**src/rtl/pcd_pkg.sv**
```systemverilog
package pcd_pkg;

  typedef enum logic {
    ST_IDLE  = 1'b0,
    ST_WATCH = 1'b1
  } watch_state_e;

  // Returns 1 when any selected bit differs between live and baseline levels.
  function automatic logic masked_mismatch(input logic [31:0] live,
                                           input logic [31:0] base,
                                           input logic [31:0] sel);
    return |((live ^ base) & sel);
  endfunction

endpackage

```
**src/rtl/pcd_sync.sv**
```systemverilog
module pcd_sync #(
  parameter int W      = 7,
  parameter int STAGES = 2
) (
  input  logic         clk,
  input  logic         rst,
  input  logic [W-1:0] d_i,
  output logic [W-1:0] q_o
);

  logic [W-1:0] stg [STAGES];

  always_ff @(posedge clk) begin
    if (rst) begin
      for (int s = 0; s < STAGES; s++) stg[s] <= '0;
    end else begin
      stg[0] <= d_i;
      for (int s = 1; s < STAGES; s++) stg[s] <= stg[s-1];
    end
  end

  assign q_o = stg[STAGES-1];

endmodule

```
**src/rtl/pcd_mask_reg.sv**
```systemverilog
module pcd_mask_reg #(
  parameter int W = 7
) (
  input  logic         clk,
  input  logic         rst,
  input  logic         wr_i,
  input  logic         rd_i,
  input  logic [W-1:0] wdata_i,
  output logic [W-1:0] mask_o,
  output logic         access_o
);

  logic [W-1:0] mask_q;

  always_ff @(posedge clk) begin
    if (rst)       mask_q <= '0;
    else if (wr_i) mask_q <= wdata_i;
  end

  assign mask_o   = mask_q;
  assign access_o = wr_i | rd_i;

endmodule

```
**src/rtl/pcd_core.sv**
```systemverilog
module pcd_core
  import pcd_pkg::*;
#(
  parameter int W = 7
) (
  input  logic         clk,
  input  logic         rst,
  input  logic [W-1:0] lvl_i,
  input  logic [W-1:0] mask_i,
  input  logic         cfg_wr_i,
  input  logic         cfg_arm_i,
  input  logic         clr_i,
  output logic         irq_o,
  output logic         armed_o
);

  watch_state_e state_q;
  logic [W-1:0] base_q;
  logic         irq_q;
  logic         hit;
  logic         arm_req;

  assign arm_req = cfg_wr_i & cfg_arm_i;
  assign hit     = (state_q == ST_WATCH) &&
                   masked_mismatch(32'(lvl_i), 32'(base_q), 32'(mask_i));

  always_ff @(posedge clk) begin
    if (rst) begin
      state_q <= ST_IDLE;
      base_q  <= '0;
      irq_q   <= 1'b0;
    end else if (arm_req) begin
      state_q <= ST_WATCH;
      base_q  <= lvl_i;
      irq_q   <= 1'b0;
    end else begin
      if (cfg_wr_i || hit) state_q <= ST_IDLE;
      if (hit)             irq_q   <= 1'b1;
      else if (clr_i)      irq_q   <= 1'b0;
    end
  end

  assign irq_o   = irq_q;
  assign armed_o = (state_q == ST_WATCH);

  assert_cfg_arm_R2: assert property (@(posedge clk) disable iff (rst)
    arm_req |=> (armed_o && !irq_o));

  assert_event_disarms_R3: assert property (@(posedge clk) disable iff (rst)
    $rose(irq_o) |-> !armed_o);

  assert_event_needs_arm_R3: assert property (@(posedge clk) disable iff (rst)
    $rose(irq_o) |-> $past(armed_o));

  assert_irq_sticky_R5: assert property (@(posedge clk) disable iff (rst)
    (irq_o && !clr_i && !arm_req) |=> irq_o);

  assert_access_clears_R6: assert property (@(posedge clk) disable iff (rst)
    (clr_i && !arm_req && !hit) |=> !irq_o);

  assert_stay_idle_R7: assert property (@(posedge clk) disable iff (rst)
    (!armed_o && !arm_req) |=> !armed_o);

  assert_cfg_off_R8: assert property (@(posedge clk) disable iff (rst)
    (cfg_wr_i && !cfg_arm_i) |=> (!armed_o && (irq_o == $past(irq_o))));

endmodule

```
**src/rtl/port_change_irq.sv**
```systemverilog
module port_change_irq #(
  parameter int NUM_PORTS   = 7,
  parameter int SYNC_STAGES = 2
) (
  input  logic                 clk,
  input  logic                 rst,
  input  logic [NUM_PORTS-1:0] port_lvl_i,
  input  logic                 mask_wr_i,
  input  logic                 mask_rd_i,
  input  logic [NUM_PORTS-1:0] mask_wdata_i,
  input  logic                 cfg_wr_i,
  input  logic                 cfg_arm_i,
  output logic                 irq_o,
  output logic                 armed_o
);

  logic [NUM_PORTS-1:0] lvl_sync;
  logic [NUM_PORTS-1:0] mask_q;
  logic                 mask_access;

  pcd_sync #(.W(NUM_PORTS), .STAGES(SYNC_STAGES)) sync_i (
    .clk (clk),
    .rst (rst),
    .d_i (port_lvl_i),
    .q_o (lvl_sync)
  );

  pcd_mask_reg #(.W(NUM_PORTS)) mask_i (
    .clk      (clk),
    .rst      (rst),
    .wr_i     (mask_wr_i),
    .rd_i     (mask_rd_i),
    .wdata_i  (mask_wdata_i),
    .mask_o   (mask_q),
    .access_o (mask_access)
  );

  pcd_core #(.W(NUM_PORTS)) core_i (
    .clk       (clk),
    .rst       (rst),
    .lvl_i     (lvl_sync),
    .mask_i    (mask_q),
    .cfg_wr_i  (cfg_wr_i),
    .cfg_arm_i (cfg_arm_i),
    .clr_i     (mask_access),
    .irq_o     (irq_o),
    .armed_o   (armed_o)
  );

endmodule

```
**config.mk**
```make
export PLATFORM = sky130hd
export DESIGN_NAME = port_change_irq
export DESIGN_NICKNAME = d
export VERILOG_FILES = /design/src/rtl/pcd_pkg.sv /design/src/rtl/pcd_sync.sv /design/src/rtl/pcd_mask_reg.sv /design/src/rtl/pcd_core.sv /design/src/rtl/port_change_irq.sv
export SDC_FILE = /design/constraint.sdc
export NUM_CORES = 1
export LEC_CHECK = 0
export BUFFER_PORTS_ARGS = -buffer_cell sky130_fd_sc_hd__buf_2
export CORE_ASPECT_RATIO = 1.1
export CORE_MARGIN = 2
export CORE_UTILIZATION = 30
export DETAILED_ROUTE_END_ITERATION = 10
export SETUP_SLACK_MARGIN = 0.15
export SLEW_MARGIN = 10
export SYNTH_ARGS = -nofsm -noshare
export SYNTH_HDL_FRONTEND = slang
export SYNTH_HIERARCHICAL = 1
export SYNTH_SLANG_ARGS = --single-unit
```
**constraint.sdc**
```tcl
create_clock -name clk -period 3.22 [get_ports clk]
set_clock_uncertainty 0.1 [all_clocks]
set_input_delay 0.644 -clock clk [delete_from_list [all_inputs] [get_ports clk]]
set_output_delay 0.644 -clock clk [all_outputs]
set_load 0.02 [all_outputs]
```
==> flow_summary.yaml <==
floorplan:
  dieWidth_um: 62.7
  num_rows: 23
  core_area_mm2: 0.00363
  dieArea_mm2: 0.00430
  initial_core_util_pct: 31.3
  die_h_um: 68.5
  io_pins: 22
clocking:
  tritoncts: "done"
  cts_buffer_depth: 2
  clk_pin_slew_ns: 0.06
  ctsHtreeMaxLevel: 2
  cts_root_buf: "clkbuf_8"
  cts-resized-gates: 0
  cts_buffers: 5
  insertion_delay_ns: 0.27
  hold_buffers: 0
  cts_setup_buffers: 0
  clock-sinks: 30
global_routing:
  grt_overflow_total: 0
  grt_max_degree: 32
  grt_pass1_vias: 760
  grt_usage_pct: 10.1
  antenna_found_initial: 0
  grt_pass1_wl_um: 3240
route:
  wl_per_cell_um: 10.1
  drt_first_pass_iters: 4
  vias: 758
  routed_wl_um: 1780
  drtIter0Drc: 36
  drcViolationCount: 0
  antenna_left: 0
  via_per_inst: 4.28
logic_synthesis:
  ys_seq_area_share_pct: 52.9
  synth_fp_nets: 131
  yosys_most_used_dff: "dfxtp_1"
  synth.most_common_cell: "dfxtp_1"
  ys_ff_latch: 30
  synthCells: 111
  syn_area_per_cell_um2: 10.2
  synth.area.top_cells: "dfxtp_1 53%, nor2b_2 7.7%, mux2i_1 6.2%"
  ys_warn_count: 6
  synth_edf_count: 0
  synth_common_cells: "30 x dfxtp_1, 10 x nor2b_2, 9 x nand2_1, 9 x nor2_1, 8 x nand3_1"
  synth.largest_area_cell: "dfxtp_1"
  syn_area_mm2: 0.00114
  synth_top_area_share_pct: 52.9
  synthDistinctLibCells: 19
  async_flop_share_pct: 0
sta:
  hold_viol_final: 0
  fin_crit_ns: 1.54
  worst_pin_slew_ns: 0.594
  grt_setup_unrepaired: "no"
  slew_headroom_pct: 60.4
  period_share_pct: 47.9
  setup_slack_ns: 1.68
  slew_viol_final: 0
  setup_viol: 0
  fmax_ghz: 0.649
  timing.setup.tns_ns: 0
worst_setup_path:
  start_kind: "flip-flop"
  cp_slowest_cell: "dfxtp_1"
  crit_family: "flip-flops"
  slowest_delay_ns: 0.35
  startpoint: "core_i/armed_o"
  crit_chain: "buf_2"
  cp-end-kind: "primary output"
  r2r_slack_ns: 1.84
  path_max_fanout: 3
  crit_buf_inv: 1
  r2r_start: "core_i/base_q[5]"
  cp_num_cells: 1
  critPathKind: "flip-flop to primary output"
  worst_ep_required_time_ns: 2.48
  rr_endpoint: "core_i/irq_o"
  reg2regPathDepth: 4
  critPathCapture: "armed_o"
  critPathArrivalTime_ns: 0.80
min_path:
  min_path_type: "flip-flop to flip-flop"
  hold_path_startpoint: "sync_i/stg[0][6]"
final_layout:
  nFillCells: 396
  n_antenna_cell: 0
  drive_gt1_share_pct: 29.9
  synthToLayoutAreaGrowth_pct: 14.1
  nets: 147
placed_design:
  port_buffers: 21
  routabilityCongestion: 0.686
  post-place-ws_ns: 1.48
job:
  max_cap_violations: 0
pwr:
  power.leakage_uw: 0.000576
  power_density_mw_per_mm2: 553
  ir_worst_vdd_v: 0.000165
status:
  outcome: "finished clean"
through the flow:
stage	cell area [um2]	utilization, %	power, uW	cells	hold WS [ns]
global route	1300	35.7	750	177	0.354
global placement	1220	33.6	452	170	0.320
floorplan	1140	-	441	111	0.311
CTS	1300	35.7	730	177	0.334
detailed placement	1220	33.6	455	170	0.319
finish	1300	35.7	716	177	0.331
kinds of logic (layout without fill, tap and decap cells):
kind of cell              count (synthesis)  after routing  share of synthesized area, %
xor gates and xnor gates                  7              7                          5.40
and+or+nand+nor                          42             42                          20.8
buffers and inverters                    12             28                          7.60
muxes                                     7              7                          6.17
AOI/OAI and AO/OA                        13             13                          7.16
DFF                                      30             30                          52.9
where the power goes:
group	internal (uW)	switching, uW	total (uW)	leakage, uW
combinational	25.4	25.4	50.8	0.000285
sequential	387	7.78	395	0.000247
clock	144	126	271	0.0000438
total	557	159	716	0.000576
state kept, by name (all words and copies together), names as in the netlist:
| register | cells |
|---|---|
| sync_i/stg | 14 |
| core_i/base_q | 7 |
| mask_i/mask_o | 7 |
| core_i/armed_o | 1 |
| core_i/irq_o | 1 |
worst min path at each step:
stage | end | slack, ns | cells past startpoint
finish | sync_i/stg[0][13] | 0.33 | 1
global route | sync_i/stg[0][12] | 0.35 | 1
CTS | sync_i/stg[0][13] | 0.33 | 1
detailed placement | sync_i/stg[0][13] | 0.32 | 1
global placement | sync_i/stg[0][11] | 0.32 | 1
floorplan | sync_i/stg[0][11] | 0.31 | 1
per-layer routing:
metal  global-route usage [%]  vias up  routed length (um)
met5                        0        -                   0
met4                     8.33        0                  55
met3                     3.57        5                 105
met2                     15.3       20                 803
met1                     11.6      345                 814
li1                         -      388                   -
cell type report:
type / instances / area (um2) / area share (%)
flip-flops and latches: 30 / 601 / 46.3
multi-input cells: 69 / 449 / 34.7
repair buffers: 21 / 105 / 8.11
clock buffers: 5 / 68.8 / 5.31
well taps: 50 / 62.6 / 4.83
clock inverters: 2 / 10.0 / 0.772
cell usage in the layout, fill, tap and decap left out, drive strengths merged, types with 2 or more instances in the layout:
master	synthesis	layout
dfxtp	30	30
buf	9	21
nor2b	12	12
nand2	9	9
nor2	9	9
nand3	8	8
a21oi	7	7
xor2	7	7
mux2i	7	7
clkbuf	3	5
and2b	3	3
clkinv	0	2
a22oi	2	2
Note: power is estimated with default switching activity, not from simulation.
